--- src/rtl/wdog_pkg.sv ---
package wdog_pkg;
  localparam int CNT_W  = 16;
  localparam int PRE_W  = 8;
  localparam int CTRL_W = 16;
  localparam int DIV_W  = 7;

  localparam int BIT_RST_EN = 0;
  localparam int BIT_IRQ_EN = 2;
  localparam int BIT_DIV_LO = 3;
  localparam int BIT_RUN    = 5;
  localparam int BIT_PRE_LO = 8;

  localparam logic [CTRL_W-1:0] CTRL_RESET = 16'h8039;
  localparam logic [CNT_W-1:0]  CNT_RESET  = 16'h8000;

  typedef struct packed {
    logic             ctrlWr;
    logic             cntWr;
    logic             clrIrq;
    logic [CNT_W-1:0] cntVal;
  } wdog_strobe_t;

  typedef struct packed {
    logic             run;
    logic             rstEn;
    logic             irqEn;
    logic [1:0]       divSel;
    logic [PRE_W-1:0] prescale;
    logic [CNT_W-1:0] reload;
  } wdog_cfg_t;
endpackage

--- src/rtl/wdog_ctrl.sv ---
module wdog_ctrl
  import wdog_pkg::*;
#(
  parameter int ADDR_W = 4,
  parameter int DATA_W = 32
) (
  input  logic              clk,
  input  logic              rstN,
  input  logic              wrEn,
  input  logic [ADDR_W-1:0] addr,
  input  logic [DATA_W-1:0] wrData,
  input  logic [CNT_W-1:0]  curCount,
  output logic [DATA_W-1:0] rdData,
  output wdog_strobe_t      strb,
  output wdog_cfg_t         cfg
);
  localparam logic [1:0] SEL_CTRL = 2'd0;
  localparam logic [1:0] SEL_DATA = 2'd1;
  localparam logic [1:0] SEL_CNT  = 2'd2;
  localparam logic [1:0] SEL_ACK  = 2'd3;

  logic [1:0]        regSel;
  logic [CTRL_W-1:0] ctrlReg;
  logic [CNT_W-1:0]  reloadReg;

  assign regSel = addr[3:2];

  always_ff @(posedge clk or negedge rstN) begin
    if (!rstN) begin
      ctrlReg   <= CTRL_RESET;
      reloadReg <= CNT_RESET;
    end else if (wrEn) begin
      if (regSel == SEL_CTRL) ctrlReg   <= wrData[CTRL_W-1:0];
      if (regSel == SEL_DATA) reloadReg <= wrData[CNT_W-1:0];
    end
  end

  always_comb begin
    strb.ctrlWr = wrEn && (regSel == SEL_CTRL);
    strb.cntWr  = wrEn && (regSel == SEL_CNT);
    strb.clrIrq = wrEn && (regSel == SEL_ACK) && wrData[0];
    strb.cntVal = wrData[CNT_W-1:0];
  end

  always_comb begin
    cfg.run      = ctrlReg[BIT_RUN];
    cfg.rstEn    = ctrlReg[BIT_RST_EN];
    cfg.irqEn    = ctrlReg[BIT_IRQ_EN];
    cfg.divSel   = ctrlReg[BIT_DIV_LO +: 2];
    cfg.prescale = ctrlReg[BIT_PRE_LO +: PRE_W];
    cfg.reload   = reloadReg;
  end

  always_comb begin
    rdData = '0;
    case (regSel)
      SEL_CTRL: rdData[CTRL_W-1:0] = ctrlReg;
      SEL_DATA: rdData[CNT_W-1:0]  = reloadReg;
      SEL_CNT:  rdData[CNT_W-1:0]  = curCount;
      default:  rdData = '0;
    endcase
  end

  AST_ACK_READS_ZERO: assert property (@(posedge clk) disable iff (!rstN)
    (regSel == SEL_ACK) |-> (rdData == '0));
  AST_CTRL_WRITE_KEPT: assert property (@(posedge clk) disable iff (!rstN)
    strb.ctrlWr |=> (ctrlReg == $past(wrData[CTRL_W-1:0])));
endmodule

--- src/rtl/wdog_datapath.sv ---
module wdog_datapath
  import wdog_pkg::*;
#(
  parameter int RST_PULSE_LEN = 128
) (
  input  logic             clk,
  input  logic             rstN,
  input  wdog_strobe_t     strb,
  input  wdog_cfg_t        cfg,
  output logic [CNT_W-1:0] curCount,
  output logic             irqOut,
  output logic             rstOut
);
  localparam int PULSE_W = $clog2(RST_PULSE_LEN + 1);
  localparam int DIV_OPTS = 4;

  logic [PRE_W-1:0]   preCnt;
  logic [DIV_W-1:0]   divCnt;
  logic [DIV_W-1:0]   divTab [DIV_OPTS];
  logic [DIV_W-1:0]   divLast;
  logic [PULSE_W-1:0] pulseCnt;
  logic               preHit;
  logic               tick;
  logic               expire;

  for (genvar g = 0; g < DIV_OPTS; g++) begin : g_divTab
    assign divTab[g] = DIV_W'((16 << g) - 1);
  end

  assign divLast = divTab[cfg.divSel];
  assign preHit  = cfg.run && (preCnt == cfg.prescale);
  assign tick    = preHit && (divCnt == divLast);
  assign expire  = tick && (curCount == '0) && !strb.cntWr;

  always_ff @(posedge clk or negedge rstN) begin
    if (!rstN) begin
      preCnt <= '0;
      divCnt <= '0;
    end else if (strb.ctrlWr) begin
      preCnt <= '0;
      divCnt <= '0;
    end else if (cfg.run) begin
      preCnt <= preHit ? '0 : preCnt + 1'b1;
      if (preHit) divCnt <= (divCnt == divLast) ? '0 : divCnt + 1'b1;
    end
  end

  always_ff @(posedge clk or negedge rstN) begin
    if (!rstN)            curCount <= CNT_RESET;
    else if (strb.cntWr)  curCount <= strb.cntVal;
    else if (tick)        curCount <= (curCount == '0) ? cfg.reload : curCount - 1'b1;
  end

  always_ff @(posedge clk or negedge rstN) begin
    if (!rstN)                     irqOut <= 1'b0;
    else if (expire && cfg.irqEn)  irqOut <= 1'b1;
    else if (strb.clrIrq)          irqOut <= 1'b0;
  end

  always_ff @(posedge clk or negedge rstN) begin
    if (!rstN)                     pulseCnt <= '0;
    else if (expire && cfg.rstEn)  pulseCnt <= PULSE_W'(RST_PULSE_LEN);
    else if (pulseCnt != '0)       pulseCnt <= pulseCnt - 1'b1;
  end

  assign rstOut = (pulseCnt != '0);

  AST_DIV_IN_RANGE: assert property (@(posedge clk) disable iff (!rstN)
    divCnt <= divLast);
  AST_RELOAD_ON_EXPIRY: assert property (@(posedge clk) disable iff (!rstN)
    (tick && curCount == '0 && !strb.cntWr) |=> (curCount == $past(cfg.reload)));
  AST_IRQ_HELD: assert property (@(posedge clk) disable iff (!rstN)
    (irqOut && !strb.clrIrq) |=> irqOut);
  AST_PULSE_GATED: assert property (@(posedge clk) disable iff (!rstN)
    $rose(rstOut) |-> $past(cfg.rstEn));
  AST_FROZEN: assert property (@(posedge clk) disable iff (!rstN)
    (!cfg.run && !strb.cntWr) |=> $stable(curCount));
  AST_WRITE_WINS: assert property (@(posedge clk) disable iff (!rstN)
    strb.cntWr |=> (curCount == $past(strb.cntVal)));
  AST_PHASE_RESTART: assert property (@(posedge clk) disable iff (!rstN)
    strb.ctrlWr |=> (divCnt == '0));
endmodule

--- src/rtl/wdog_timer.sv ---
module wdog_timer
  import wdog_pkg::*;
#(
  parameter int ADDR_W        = 4,
  parameter int DATA_W        = 32,
  parameter int RST_PULSE_LEN = 128
) (
  input  logic              clk,
  input  logic              rstN,
  input  logic              wrEn,
  input  logic [ADDR_W-1:0] addr,
  input  logic [DATA_W-1:0] wrData,
  output logic [DATA_W-1:0] rdData,
  output logic              irqOut,
  output logic              rstPulseOut
);
  wdog_strobe_t     strb;
  wdog_cfg_t        cfg;
  logic [CNT_W-1:0] curCount;

  wdog_ctrl #(.ADDR_W(ADDR_W), .DATA_W(DATA_W)) u_ctrl (
    .clk(clk), .rstN(rstN), .wrEn(wrEn), .addr(addr), .wrData(wrData),
    .curCount(curCount), .rdData(rdData), .strb(strb), .cfg(cfg)
  );

  wdog_datapath #(.RST_PULSE_LEN(RST_PULSE_LEN)) u_dp (
    .clk(clk), .rstN(rstN), .strb(strb), .cfg(cfg),
    .curCount(curCount), .irqOut(irqOut), .rstOut(rstPulseOut)
  );
endmodule

--- config.mk ---
export PLATFORM = sky130hd
export DESIGN_NAME = wdog_timer
export DESIGN_NICKNAME = d
export VERILOG_FILES = /design/src/rtl/wdog_pkg.sv /design/src/rtl/wdog_ctrl.sv /design/src/rtl/wdog_datapath.sv /design/src/rtl/wdog_timer.sv
export SDC_FILE = /design/constraint.sdc
export NUM_CORES = 1
export LEC_CHECK = 0
export ABC_AREA = 1
export ABC_CLOCK_PERIOD_IN_PS = 4050
export BUFFER_PORTS_ARGS = -buffer_cell sky130_fd_sc_hd__buf_4
export CAP_MARGIN = 25
export CORE_MARGIN = 2
export CORE_UTILIZATION = 60
export CTS_BUF_LIST = sky130_fd_sc_hd__clkbuf_8
export DETAILED_ROUTE_END_ITERATION = 16
export GPL_TIMING_DRIVEN = 1
export PLACE_DENSITY = 0.84
export SLEW_MARGIN = 20
export SYNTH_ARGS = -nofsm -noshare
export SYNTH_HDL_FRONTEND = slang
export SYNTH_SLANG_ARGS = --single-unit
--- constraint.sdc ---
create_clock -name clk -period 4.05 [get_ports clk]
set_input_delay 0.6075 -clock clk [delete_from_list [all_inputs] [get_ports clk]]
set_output_delay 0.6075 -clock clk [all_outputs]
set_load 0.1 [all_outputs]
### Yosys cells after proc, flatten, opt, wreduce, memory -nomap -nowiden

Index checks and enable logic that the tools add are counted.

| storage, ports and cells | value |
|---|---|
| flip-flop bits (word level) | 72 |
| logic and storage cells | 58 |

| operators by class | value |
|---|---|
| add/subtract/negate cells | 4 |
| order comparisons | 1 |
| equality and inequality tests | 5 |
| muxes and demuxes | 18 |
| bitwise logic cells | 1 |
| reductions and logical operators | 22 |

Operator list:

| kind | number |
|---|---|
| $mux W16 | 3 |
| $pmux W16 S3 | 1 |
| $mux W7 | 6 |
| $mux W8 | 5 |
| $logic_not A16 Y1 | 1 |
| $sub A16 B1 Y16 const B | 1 |
| $bmux W7 S2 | 1 |
| $logic_and A1 B1 Y1 | 10 |
| $reduce_bool A2 Y1 | 5 |
| $add A8 B1 Y8 const B | 1 |
| $eq A8 B8 Y1 | 1 |
| $reduce_bool A8 Y1 | 1 |
| $sub A8 B1 Y8 const B | 1 |
| $add A7 B1 Y7 const B | 1 |
| $eq A7 B7 Y1 | 1 |
| $reduce_and A2 Y1 | 3 |
| $eq A2 B2 Y1 const B | 2 |
| $ge A3 B3 Y1 const B | 1 |
| $not A2 Y3 | 1 |
| $eq A2 B1 Y1 const B | 1 |
| $logic_not A2 Y1 | 1 |
| $mux W1 | 2 |
| $logic_not A1 Y1 | 1 |

### Logic depth before layout (Yosys ltp)

| logic depth | value |
|---|---|
| word-level depth | 10 |
| gate-level depth with buffers | 12 |
| mapped depth without buffers | 11 |

### Hierarchy

Synthesis repeated with hierarchy kept, for this count alone.

| second synthesis, totals | value |
|---|---|
| cells, all modules | 725 |
| area total of the unflattened synthesis | 5177.5 sq um |

By module, submodules not included:

| module | instances | cells an instance | area each (sq um) | sequential area each (sq um) |
|---|---|---|---|---|
| wdog_datapath | 1 | 459 | 3089.2 | 1002.2 |
| wdog_ctrl | 1 | 266 | 2088.3 | 808.3 |

### Worst setup path after synthesis

Ideal clock, no wire load.

| path | value |
|---|---|
| kind | in2out |
| start point | input port addr[2] |
| end point | output port rdData[10] |
| data arrival time | 2.631 ns |
| data required time | 3.442 ns |
| path slack | 0.812 ns |
| cell stages on the path | 4 |
| path buffers | 1 |
| path through | nor2_2 -> inv_2 -> clkbuf_1 -> o221ai_1 |

| on the way | value |
|---|---|
| word-level cells in the longest chain between the ends | 2 |
| elaborated cells on any way between the ends | 4 |
| classes of those cells | 2 x eq/ne; 1 x mux; 1 x reduce/logical |

Ends and longest elaborated chain:

| item | RTL line | text |
|---|---|---|
| start, declared | wdog_timer.sv:11 | `input logic [ADDR_W-1:0] addr,` |
| $eq A2 B2 Y1, or another cell as far along | wdog_ctrl.sv:56 | `case (regSel)` |
| $pmux W16 S3 * | wdog_ctrl.sv:56 |  |
| end, declared | wdog_timer.sv:13 | `output logic [DATA_W-1:0] rdData,` |

Every way passes the cells marked *; elsewhere a longest branch is shown, timed or not.

### Final worst setup path

| path | value |
|---|---|
| start point | input port addr[2] |
| end point | output port rdData[5] |

The elaborated chain is that of the path after synthesis.

==> impl_metrics.py <==
metrics = {
    "placed_design": {
        "place_congestion": 0.949,
        "hpwl_um": 8370,
        "port_buffers": 38,
    },
    "critical_path": {
        "crit_type": "in2out",
        "cp-end-kind": "primary output",
        "required_ps": 3440,
        "crit_buf_inv": 3,
        "startpoint_type": "input pin",
        "crit_family": "buffers and inverters",
        "cp-startpoint": "addr[2]",
        "max_stage_delay_ps": 360,
        "crit_path_cell_trace": "buf_4 -> nor2_2 -> inv_2 -> o221ai_1 -> buf_4",
        "crit_slowest_cell": "buf_4",
        "cp_max_fo": 11,
        "cpMostUsedCell": "buf_4",
        "rr_startpoint": "u_dp.divCnt[0]$_DFFE_PN0P_",
        "worstPathArrival_ps": 1950,
    },
    "floorplan": {
        "die_h_um": 91.9,
        "core_mm2": 0.00761,
        "die-area_mm2": 0.00845,
        "rows": 32,
        "start_util_pct": 61.0,
        "die_w_um": 91.9,
        "io_pins": 73,
    },
    "clocking": {
        "cts_made_buffers": 9,
        "cts_resized": 0,
        "cts_setup_buffers": 0,
        "clock_sinks": 72,
        "htreeDepth": 3,
        "clk_pin_slew_worst_paths_ps": 70,
        "tritoncts": "done",
        "root_buffer": "clkbuf_8",
        "clockBufferDepth": 2,
        "hold_buffers": 0,
        "clock_latency_ps": 360,
    },
    "grt": {
        "grt_max_degree": 73,
        "overflow": 0,
        "grt_pass1_vias": 4150,
        "antenna_found_initial": 0,
        "track_usage_pct": 29.4,
        "grt_pass1_wl_um": 19700,
    },
    "run": {
        "max_cap_viol_count": 0,
    },
    "logic_synthesis": {
        "synthTopCellsByCount": "nand2_1 (192), inv_1 (74), nand3_1 (68), dfrtp_1 (65), nor2_1 (55)",
        "async_flop_share_pct": 100,
        "synthFlopType": "dfrtp_1",
        "yosysMostFrequentCell": "nand2_1",
        "synth_edf_count": 0,
        "yosysTopAreaCell": "dfrtp_1",
        "yosys_register_bits": 72,
        "ys_types": 39,
        "ys_warn_count": 0,
        "synthCells": 650,
        "syn_area_mm2": 0.00464,
        "synthTopCellsByArea": "dfrtp_1 (35%), nand2_1 (16%), nand3_1 (7.3%)",
        "avgSynthCellArea_um2": 7.13,
        "synth.top_cell.area_share_pct": 35.1,
        "synth-seq-area-share_pct": 39.0,
    },
    "sta": {
        "finalHoldViolCount": 0,
        "fin_tns_setup_ps": 0,
        "rsz0062_at_grt": "no",
        "maxSlewViolCount": 0,
        "setup_viol": 0,
        "clock.fmax_mhz": 391,
        "tightest_slew_ps": 924,
        "final.setup_skew_ps": 8.72,
        "post-route-min-period_ps": 2560,
        "max_slew_margin_pct": 38.4,
        "finalCritPeriodShare_pct": 63.2,
    },
    "routing": {
        "drtIter0Drc": 343,
        "met3_length_um": 1010,
        "route.met2.wl_um": 5510,
        "ant_nets": 0,
        "wl_um": 11800,
        "wl_met1_um": 5120,
        "routed.top_layer": "met4",
        "drc_errors": 0,
        "vias_per_cell": 5.58,
        "vias": 4415,
        "firstDrtPassIters": 8,
        "wl_per_cell_um": 14.9,
    },
    "layout": {
        "finalNetCount": 729,
        "fin_util_pct": 67.5,
        "drive_above_1_share_pct": 13.5,
        "synthToLayoutAreaGrowth_pct": 10.7,
        "diodes": 0,
    },
    "status": {
        "status": "finished, final reports clean",
    },
    "power": {
        "vdd_drop_max_mv": 0.397,
        "p_leak_nw": 2.60,
        "power_density_mw_per_mm2": 549,
    },
    "worst_hold_path": {
        "hp-class": "in2async",
    },
}
kinds of logic after synthesis:
family | Yosys count | synth area share, %
flops | 72 | 39.0
simple gates | 351 | 33.6
xor+xnor | 20 | 3.78
buf+inv | 114 | 11.0
fa+ha+maj | 6 | 1.62
other cells | 1 | 0.0809
compound gates | 85 | 10.6
mux | 1 | 0.243
placed cells by master, fill, tap and decap left out, drive strengths merged, types with 2 or more instances in the layout:
cell type / netlist / final
nor2: 66 / 66
buf: 25 / 41
inv: 80 / 80
ha: 6 / 6
o21ai: 40 / 40
nand3: 70 / 70
dfstp: 7 / 7
clkinv: 1 / 3
o22ai: 3 / 3
nor3b: 2 / 2
o221ai: 12 / 12
clkbuf: 8 / 11
a21oi: 24 / 24
nand4: 10 / 10
conb: 1 / 16
xor2: 15 / 15
o211ai: 4 / 4
clkinvlp: 0 / 2
dfrtp: 65 / 65
xnor2: 5 / 5
and2: 2 / 2
nand2: 199 / 199
registers in the layout (all words and copies together) (netlist names):
register / count
u_dp.irqOut: 1
u_ctrl.reloadReg: 16
u_dp.preCnt: 8
u_dp.curCount: 16
u_dp.divCnt: 7
u_dp.pulseCnt: 8
u_ctrl.ctrlReg: 16
final timing paths:
path	end	slack [ps]	depth (start not counted)
max in group asynchronous	u_ctrl.reloadReg[8]$_DFFE_PN0P_	3060	1
min in group clk	u_ctrl.ctrlReg[11]$_DFFE_PN0P_	470	3
max reg2reg	u_dp.curCount[4]$_DFFE_PN0P_	2050	10
max	rdData[5]	1490	5
min reg2reg	u_ctrl.reloadReg[1]$_DFFE_PN0P_	500	2
min	u_dp.preCnt[0]$_DFFE_PN0P_	360	1
area by class of cell:
type	instances	area, µm²
fill	688	2470
sequential	72	1810
clock buffer	11	151
tap	102	128
timing repair buffer	41	312
clock inverter	5	55.1
multi-input combinational	479	2370
inverter	81	305
per-stage QoR:
step / setup slack (ps) / area [µm²] / total power [mW] / hold slack (ps) / std cells
floorplan: 812 / 4690 / 1.95 / 312 / 665
global placement: 1560 / 4920 / 2.18 / 469 / 774
detailed placement: 1530 / 4920 / 2.21 / 478 / 774
CTS: 1520 / 5120 / 2.81 / 419 / 790
global route: 1480 / 5130 / 3.00 / 464 / 791
finish: 1490 / 5130 / 2.82 / 365 / 791
power breakdown:
part	internal, mW	switching [mW]
Sequential	0.869	0.160
Combinational	0.333	0.865
Clock	0.316	0.278
metal layers:
metal | global-route usage (%) | up-vias
met5 | 0 | -
met4 | 8.96 | 0
met3 | 5.26 | 20
met2 | 47.9 | 218
met1 | 40.2 | 2057
li1 | - | 2120
Note: power is estimated with default switching activity, not from simulation.
